$ cat config.mk
export PLATFORM = sky130hd
export DESIGN_NAME = gray_unpacker
export DESIGN_NICKNAME = d
export VERILOG_FILES = /design/src/rtl/gup_pkg.sv /design/src/rtl/gup_rst_sync.sv /design/src/rtl/gup_word_hold.sv /design/src/rtl/gup_pix_sel.sv /design/src/rtl/gup_palette.sv /design/src/rtl/gray_unpacker.sv
export SDC_FILE = /design/constraint.sdc
export NUM_CORES = 1
export LEC_CHECK = 0
export BUFFER_PORTS_ARGS = -buffer_cell sky130_fd_sc_hd__buf_2
export CAP_MARGIN = 20
export CORE_ASPECT_RATIO = 1.75
export CORE_UTILIZATION = 51
export CTS_CLUSTER_SIZE = 14
export DETAILED_ROUTE_END_ITERATION = 10
export PLACE_DENSITY = 0.83
export SYNTH_ARGS = -nofsm -noshare
export SYNTH_HDL_FRONTEND = slang
export SYNTH_SLANG_ARGS = --single-unit
export TNS_END_PERCENT = 30
$ cat constraint.sdc
create_clock -name clk -period 2.3 [get_ports clk]
set_input_delay 0.115 -clock clk [delete_from_list [all_inputs] [get_ports clk]]
set_output_delay 0.115 -clock clk [all_outputs]
set_load 0.02 [all_outputs]
$ cat src/rtl/gup_pkg.sv
package gup_pkg;
  typedef enum logic [1:0] {
    BPP1  = 2'b00,
    BPP2  = 2'b01,
    BPP4  = 2'b10,
    BPP4X = 2'b11
  } bpp_e;
endpackage

$ cat src/rtl/gup_rst_sync.sv
module gup_rst_sync (
  input  logic clk,
  input  logic rst_n,
  output logic rst_ns
);
  logic s0_q, s1_q;

  always_ff @(posedge clk or negedge rst_n) begin
    if (!rst_n) begin
      s0_q <= 1'b0;
      s1_q <= 1'b0;
    end else begin
      s0_q <= 1'b1;
      s1_q <= s0_q;
    end
  end

  assign rst_ns = s1_q;
endmodule

$ cat src/rtl/gup_word_hold.sv
module gup_word_hold
  import gup_pkg::*;
#(
  parameter int WORD_W = 32,
  parameter int IDX_W  = $clog2(WORD_W)
) (
  input  logic              clk,
  input  logic              rst_n,
  input  logic [WORD_W-1:0] word_i,
  input  logic              word_avail_i,
  input  logic              pix_en_i,
  input  bpp_e              bpp_i,
  output logic              pop_o,
  output logic              take_o,
  output logic [WORD_W-1:0] word_q,
  output bpp_e              mode_q,
  output logic [IDX_W-1:0]  idx_q
);
  localparam logic [IDX_W-1:0] LAST1 = IDX_W'(WORD_W - 1);
  localparam logic [IDX_W-1:0] LAST2 = IDX_W'(WORD_W / 2 - 1);
  localparam logic [IDX_W-1:0] LAST4 = IDX_W'(WORD_W / 4 - 1);

  logic             rdy_q;
  logic             loaded_q, loaded_d;
  logic             at_last;
  logic [IDX_W-1:0] last_idx, idx_d;

  always_comb begin
    case (mode_q)
      BPP1:    last_idx = LAST1;
      BPP2:    last_idx = LAST2;
      default: last_idx = LAST4;
    endcase
  end

  always_comb begin
    take_o   = pix_en_i && loaded_q;
    at_last  = (idx_q == last_idx);
    pop_o    = rdy_q && word_avail_i && (!loaded_q || (take_o && at_last));
    loaded_d = loaded_q;
    idx_d    = idx_q;
    if (take_o) begin
      idx_d = idx_q + 1'b1;
      if (at_last) loaded_d = 1'b0;
    end
    if (pop_o) begin
      loaded_d = 1'b1;
      idx_d    = '0;
    end
  end

  always_ff @(posedge clk or negedge rst_n) begin
    if (!rst_n) begin
      rdy_q    <= 1'b0;
      loaded_q <= 1'b0;
      idx_q    <= '0;
      word_q   <= '0;
      mode_q   <= BPP4;
    end else begin
      rdy_q    <= 1'b1;
      loaded_q <= loaded_d;
      idx_q    <= idx_d;
      if (pop_o) begin
        word_q <= word_i;
        mode_q <= bpp_i;
      end
    end
  end

  // a pop starts a fresh word at pixel 0
  assert_pop_loads_R6: assert property (@(posedge clk) disable iff (!rst_n)
    pop_o |=> (loaded_q && idx_q == '0));

  // pop only with a word on offer
  assert_pop_needs_word_R6: assert property (@(posedge clk) disable iff (!rst_n)
    pop_o |-> word_avail_i);

  // depth only changes at a pop
  assert_mode_hold_R7: assert property (@(posedge clk) disable iff (!rst_n)
    !pop_o |=> $stable(mode_q));

  // pixel index stays inside the held word
  assert_idx_bound_R2: assert property (@(posedge clk) disable iff (!rst_n)
    loaded_q |-> (idx_q <= last_idx));
endmodule

$ cat src/rtl/gup_pix_sel.sv
module gup_pix_sel
  import gup_pkg::*;
#(
  parameter int WORD_W = 32,
  parameter int IDX_W  = $clog2(WORD_W),
  parameter int PIX_W  = 4
) (
  input  logic [WORD_W-1:0] word_i,
  input  logic [IDX_W-1:0]  idx_i,
  input  bpp_e              mode_i,
  output logic [PIX_W-1:0]  pix_o
);
  logic [PIX_W-1:0] cand [3];

  for (genvar g = 0; g < 3; g++) begin : g_depth
    localparam int W  = 1 << g;
    localparam int N  = WORD_W / W;
    localparam int SW = $clog2(N);
    logic [W-1:0] lane [N];
    for (genvar k = 0; k < N; k++) begin : g_lane
      assign lane[k] = word_i[k*W +: W];
    end
    assign cand[g] = PIX_W'(lane[idx_i[SW-1:0]]);
  end

  always_comb begin
    case (mode_i)
      BPP1:    pix_o = cand[0];
      BPP2:    pix_o = cand[1];
      default: pix_o = cand[2];
    endcase
  end
endmodule

$ cat src/rtl/gup_palette.sv
module gup_palette #(
  parameter int NENT   = 16,
  parameter int GRAY_W = 4,
  parameter int SEL_W  = $clog2(NENT),
  parameter int HALF_W = NENT * GRAY_W / 2
) (
  input  logic [HALF_W-1:0] pal_lo_i,
  input  logic [HALF_W-1:0] pal_hi_i,
  input  logic [SEL_W-1:0]  sel_i,
  output logic [GRAY_W-1:0] gray_o
);
  logic [GRAY_W-1:0] ent [NENT];

  for (genvar n = 0; n < NENT; n++) begin : g_ent
    if (n < NENT / 2) begin : g_lo
      assign ent[n] = pal_lo_i[n*GRAY_W +: GRAY_W];
    end else begin : g_hi
      assign ent[n] = pal_hi_i[(n-NENT/2)*GRAY_W +: GRAY_W];
    end
  end

  assign gray_o = ent[sel_i];
endmodule

$ cat src/rtl/gray_unpacker.sv
module gray_unpacker
  import gup_pkg::*;
#(
  parameter int WORD_W = 32,
  parameter int GRAY_W = 4,
  parameter int NENT   = 16
) (
  input  logic                       clk,
  input  logic                       rst_n,
  input  logic [WORD_W-1:0]          word_i,
  input  logic                       word_avail_i,
  output logic                       pop_o,
  input  logic [1:0]                 bpp_i,
  input  logic [NENT*GRAY_W/2-1:0]   pal_lo_i,
  input  logic [NENT*GRAY_W/2-1:0]   pal_hi_i,
  input  logic                       pix_en_i,
  output logic [GRAY_W-1:0]          gray_o,
  output logic                       gray_vld_o
);
  localparam int PIX_W  = $clog2(NENT);
  localparam int IDX_W  = $clog2(WORD_W);
  localparam int HALF_W = NENT * GRAY_W / 2;

  logic              rst_ns;
  logic              take;
  logic [WORD_W-1:0] word_q;
  bpp_e              mode_q;
  logic [IDX_W-1:0]  idx_q;
  logic [PIX_W-1:0]  pix;
  logic [GRAY_W-1:0] lut, gray_d;
  logic              vld_d;

  gup_rst_sync u_rst (
    .clk    (clk),
    .rst_n  (rst_n),
    .rst_ns (rst_ns)
  );

  gup_word_hold #(.WORD_W(WORD_W), .IDX_W(IDX_W)) u_hold (
    .clk          (clk),
    .rst_n        (rst_ns),
    .word_i       (word_i),
    .word_avail_i (word_avail_i),
    .pix_en_i     (pix_en_i),
    .bpp_i        (bpp_e'(bpp_i)),
    .pop_o        (pop_o),
    .take_o       (take),
    .word_q       (word_q),
    .mode_q       (mode_q),
    .idx_q        (idx_q)
  );

  gup_pix_sel #(.WORD_W(WORD_W), .IDX_W(IDX_W), .PIX_W(PIX_W)) u_sel (
    .word_i (word_q),
    .idx_i  (idx_q),
    .mode_i (mode_q),
    .pix_o  (pix)
  );

  gup_palette #(.NENT(NENT), .GRAY_W(GRAY_W), .SEL_W(PIX_W), .HALF_W(HALF_W)) u_pal (
    .pal_lo_i (pal_lo_i),
    .pal_hi_i (pal_hi_i),
    .sel_i    (pix),
    .gray_o   (lut)
  );

  always_comb begin
    vld_d  = take;
    gray_d = take ? lut : gray_o;
  end

  always_ff @(posedge clk or negedge rst_ns) begin
    if (!rst_ns) begin
      gray_o     <= '0;
      gray_vld_o <= 1'b0;
    end else begin
      gray_vld_o <= vld_d;
      if (take) gray_o <= gray_d;
    end
  end

  // one strobe per consumed pixel, one cycle later
  assert_vld_after_take_R8: assert property (@(posedge clk) disable iff (!rst_ns)
    take |=> gray_vld_o);

  assert_no_vld_idle_R8: assert property (@(posedge clk) disable iff (!rst_ns)
    !take |=> !gray_vld_o);

  // gray level holds while nothing is consumed
  assert_gray_hold_R8: assert property (@(posedge clk) disable iff (!rst_ns)
    !take |=> $stable(gray_o));

  // no pop while the internal reset is held
  assert_no_pop_in_reset_R1: assert property (@(posedge clk)
    !rst_ns |-> !pop_o);
endmodule

# After elaboration in Yosys (flattened, before gate mapping)
# Index checks and enable logic that the tools add are counted.
[word_totals] register_bits=48 in_bits=102 wordCells=49
[op_classes] addsub=1 magnitude_cmp=4 n_eq_ne=2 n_mux=19 n_bitwise=4 reduce_logical=10
[op_table] operator="4-bit binary-select mux with 4-bit select" n=1
[op_table] operator="4-bit two-way mux" n=4
[op_table] operator="4-bit binary-select mux with 3-bit select" n=1
[op_table] operator="5-bit greater-or-equal comparator, second input constant" n=2
[op_table] operator="5-bit two-way mux" n=2
[op_table] operator="4-bit inverter with 5-bit output" n=2
[op_table] operator="5-bit case mux with 2 select lines" n=1
[op_table] operator="2-bit binary-select mux with 4-bit select" n=1
[op_table] operator="4-bit case mux with 2 select lines" n=1
[op_table] operator="6-bit greater-or-equal comparator, second input constant" n=1
[op_table] operator="5-bit inverter with 6-bit output" n=1
[op_table] operator="5-bit by 1-bit adder with 5-bit output, second input constant" n=1
[op_table] operator="1-bit binary-select mux with 5-bit select" n=1
[op_table] operator="5-bit equality test" n=1
[op_table] operator="1-bit two-way mux" n=5
[op_table] operator="4-bit greater-or-equal comparator, second input constant" n=1
[op_table] operator="1-bit logical AND" n=4
[op_table] operator="2-bit two-way mux" n=2
[op_table] operator="3-bit inverter with 4-bit output" n=1
[op_table] operator="2-bit nonzero test" n=2
[op_table] operator="2-bit by 1-bit equality test with 1-bit output, second input constant" n=1
[op_table] operator="2-bit zero test" n=1
[op_table] operator="2-bit AND reduction" n=1
[op_table] operator="1-bit zero test" n=1
[op_table] operator="1-bit logical OR" n=1

# Longest topological paths before layout
[depth] word_depth=9 mapped_depth=12

# Hierarchy
# A second synthesis with hierarchy kept.
[unflattened] hier_cells=434 hier_area_um2=4580.6
[modules_own_cells] mod="gup_word_hold" n_inst=1 cells_each=318 area_each_um2=2964.1 seq_area_each_um2=1027.2
[modules_own_cells] mod="gup_pix_sel" n_inst=1 cells_each=65 area_each_um2=838.3 seq_area_each_um2=0.0
[modules_own_cells] mod="gup_palette" n_inst=1 cells_each=39 area_each_um2=554.3 seq_area_each_um2=0.0
[modules_own_cells] mod="gray_unpacker" n_inst=1 cells_each=9 area_each_um2=170.2 seq_area_each_um2=125.1
[modules_own_cells] mod="gup_rst_sync" n_inst=1 cells_each=3 area_each_um2=53.8 seq_area_each_um2=50.0

# Worst setup path after synthesis
# OpenSTA, ideal clock, no wires.
[synth_path] kind="register to register" start="reg u_hold.idx_q[1]" end="reg gray_o[3]" arrival_ps=2832 required_time_ps=2167 path_slack_ps=-665 stages_incl_launch_ff=12 synth_period_minus_slack_ps=2965 path_cell_list="dfrtp_1 buf_6 mux4_1 mux2_2 or3_1 o211ai_1 a311o_1 buf_6 buf_12 mux4_1 a22oi_1 o211ai_1"
[synth_between] elab_chain_len=9 word_cells_on_any_way=17
[synth_rtl] element="start: declaration" line_no="gup_word_hold.sv:17" rtl="output logic [IDX_W-1:0] idx_q"
[synth_rtl] element="start signal: assignment" line_no="gup_word_hold.sv:62" rtl="idx_q <= idx_d;"
[synth_rtl] element="5-bit inverter with 6-bit output (implied by the code), or another cell as far along" line_no="gup_pix_sel.sv:23" rtl="assign cand[g] = PIX_W'(lane[idx_i[SW-1:0]]);"
[synth_rtl] element="1-bit binary-select mux with 5-bit select, or another cell as far along" line_no="gup_pix_sel.sv:23"
[synth_rtl] element="1-bit two-way mux (implied by the code), or another cell as far along (2 in a row)" line_no="gup_pix_sel.sv:23"
[synth_rtl] element="4-bit case mux with 2 select lines (*)" line_no="gup_pix_sel.sv:27" rtl="case (mode_i)"
[synth_rtl] element="4-bit inverter with 5-bit output (implied by the code) (*)" line_no="gup_palette.sv:22" rtl="assign gray_o = ent[sel_i];"
[synth_rtl] element="4-bit binary-select mux with 4-bit select (*)" line_no="gup_palette.sv:22"
[synth_rtl] element="4-bit two-way mux (implied by the code) (*) (2 in a row)" line_no="gup_palette.sv:22"
[synth_rtl] element="end signal: assignment" line_no="gray_unpacker.sv:78" rtl="if (take) gray_o <= gray_d;"
[synth_rtl] element="end: declaration" line_no="gray_unpacker.sv:17" rtl="output logic [GRAY_W-1:0] gray_o,"
# Mark *: on every way between the ends. The rest lies on a longest branch, timed or not. The select of a mux whose other input is x is not followed.
# A chain may end at the register's enable or synchronous reset.

# Final worst setup path
[layout_path] start="reg u_hold.idx_q[2]" end="reg gray_o[3]"
# The elaborated chain is that of the path after synthesis.

==> reports/results.txt <==
worst r2r src = u_hold.idx_q[2]
switching share of power = 38.1%
FILL cells = 414
Yosys reg bits = 48
Yosys top cell area share = 36.0%
sequential area share after synthesis = 36.8%
share of layout cells above drive strength 1 = 68.3%
number of synthesized flops with an enable pin = 0
max-cap viol count = 0
post-route setup slack = -0.910 ns
Power Total = 7.14 mW
CTS tree = yes
DRC viols = 0
met2 usage = 57.8%
DIE AREA = 0.00674 mm^2
CTS Root Cell = clkbuf_8
Worst Clk Skew = 0.00749 ns
die height = 108 um
drt via density = 6.31
largest net degree at the start of global routing = 47
peak supply drop = 1490 uV
minimum clock period = 3.21 ns
sw power = 2.72 mW
share of power burned in the clock network = 7.6%
Final HPWL DP = 7.13 mm
Top Usage Layer GRT = met2
total core area = 0.00618 mm^2
grt ovf = 0
most frequent cells after synthesis = dfrtp_1, mux2_2, mux4_1
reg2reg path depth = 8
met3 Usage GRT = 6.67%
crit path launch = u_hold.idx_q[2]
CTS Buf Count = 5
worst hold path class = in2reg
ANT cells = 0
IO Count = 108
vias after detailed routing = 2851
Netlist Area Pre-Place = 0.00327 mm^2
Final Hold Slack = 0.0121 ns
Global Route met1 Usage = 26.4%
startpoint type of the worst setup path = register
Reg power frac = 22.7%
async set-reset flop share out of synthesis = 100%
critical path class = reg2reg
final hold violations = 0
number of H-tree levels = 2
Crit path arrival time = 3.37 ns
Starting Density = 52.9%
Mapped Avg Cell Area = 14.9 um^2
placed cells = 440
synth top area cells = dfrtp_1, mux4_1, mux2_2, mux4_2, mux2i_1
multi-input logic area = 0.00191 mm^2
vias in the first global route = 3049
Hold Path Origin = word_i[22]
Netlist cell types = 40
Clk Latency, worst-skew pair = 0.33 ns
final net count = 474
Total Routed Length = 10.1 mm
Synth area leader = dfrtp_1
Post-Syn Instances = 219
Antenna Nets Post-Route = 0
ys flop type = dfrtp_1
leakage power = 1.99 nW
CP endpoint kind = register
total track usage = 31.1%
Die Width = 62.5 um
initial antenna violation count = 0
Tcrit/Tclk final = 140%
global-route wire length before repair = 15.1 mm
Rows = 38
Max Slew Vio Count = 0
Yosys Warn Count = 0
combinational power share = 69.7%
count leader, synth = dfrtp_1
Area Overhead vs Synth = 33.2%
FF+latch area = 0.00121 mm^2
failing checks = negative setup slack
Worst-Margin Slew = 0.813 ns
Max FO, Critical Path = 8
average wire per standard cell = 22.3 um
CTS max path bufs = 2
Hold Crit Depth = 2
clock sinks = 48
clock slew at reported path FFs = 0.09 ns
Iter 0 DRT Violations = 119
pwr dens = 1640 mW/mm^2
outcome = complete, but fails checks
length of the first detailed-routing pass in iterations = 5
Worst Path Required = 2.46 ns
slew margin rel. = 45.4%
cell internal pwr = 4.42 mW
Non-Filler Instances = 452
gpl congestion = 0.847
PortBufs = 107
RSZ-0062 raised after global routing = yes
maximum clock frequency = 0.312 GHz
final setup fails = 4
==> path summary, 6_finish.rpt <==
path / end / slack, ns
worst max-delay path: gray_o[3] / -0.91
min in group asynchronous: u_rst.rst_ns / 0.10
worst min-delay path: u_hold.word_q[22] / 0.01
worst min register to register: u_hold.word_q[1] / 0.36
worst max register to register: gray_o[3] / -0.91
max in group asynchronous: u_hold.idx_q[1] / 1.51
==> sequential cells by signal, summed over array words and instances (netlist names) <==
| register | cells |
|---|---|
| u_rst.s0_q | 1 |
| u_hold.rdy_q | 1 |
| u_hold.loaded_q | 1 |
| u_hold.idx_q | 5 |
| gray_o | 4 |
| gray_vld_o | 1 |
| u_rst.rst_ns | 1 |
| u_hold.word_q | 32 |
| u_hold.mode_q | 2 |
==> metrics by stage <==
stage	util, %	TNS [ns]	area (um^2)	setup slack, ns
floorplan	-	-2.50	3250	-0.582
global placement	67.6	-2.73	4180	-0.707
detailed placement	67.6	-3.35	4180	-0.903
CTS	70.0	-2.94	4330	-0.755
global route	70.4	-3.72	4350	-0.999
finish	70.4	-3.20	4350	-0.910
==> worst max-delay path: stages, from the launching register on <==
cell and delay (ns):
dfrtp_2 0.46, mux4_2 0.53, mux4_2 0.53, nor4_4 0.14, a311o_2 0.24, buf_12 0.16, mux4_2 0.58, mux2i_4 0.23
o211ai_1 0.18
==> logic make-up (layout without fill, tap and decap cells) <==
kind of cell / after synthesis / count (layout) / share of synthesized area [%]
other cells: 1 / 2 / 0.115
fa+ha+maj: 1 / 1 / 0.383
xor+xnor: 5 / 5 / 1.34
buf+inv: 19 / 171 / 4.94
compound gates: 21 / 21 / 4.67
mux: 88 / 88 / 46.3
simple gates: 36 / 36 / 5.44
flops: 48 / 48 / 36.8
==> repair_timing <==
item	4_1_cts	5_1_grt
hold endpoints to repair	2	0
endpoints found under the setup margin	4	5
gates resized for setup	13	7
hold buffers	1	0
gates cloned	1	0
buffers inserted	2	0
pin swaps	4	4
==> routing by layer <==
layer,vias to the layer above,wire [um]
li1,1175,-
met1,1391,2730
met2,194,5520
met3,91,650
met4,0,1200
met5,-,0
==> placed cells by master, fill, tap and decap left out, drive strengths merged, types with 2 or more instances in the layout <==
cell type	n
clkinvlp	2
clkbuf	6
a21oi	3
mux4	39
buf	161
nand4	2
dfrtp	47
o211ai	6
a22oi	4
xor2	4
nor2	8
conb	2
mux2	40
a311o	2
mux2i	9
nand2	17
o21ai	3
==> power groups by stage <==
stage          sequential (mW)  combinational (mW)  clock (mW)
2_1_floorplan             1.53                3.09           0
4_1_cts                   1.60                4.69       0.544
5_1_grt                   1.65                5.25       0.577
3_5_place_dp              1.60                4.30           0
3_3_place_gp              1.56                4.14           0
6_report                  1.62                4.98       0.543
==> area by class of cell <==
type / count / area share [%]
multi-input combinational: 153 / 43.9
clock buffer: 6 / 1.90
sequential: 48 / 27.7
timing repair buffer: 162 / 23.7
tap: 80 / 2.30
inverter: 1 / 0.0862
clock inverter: 2 / 0.345
Power figures use the tool's default switching activity.
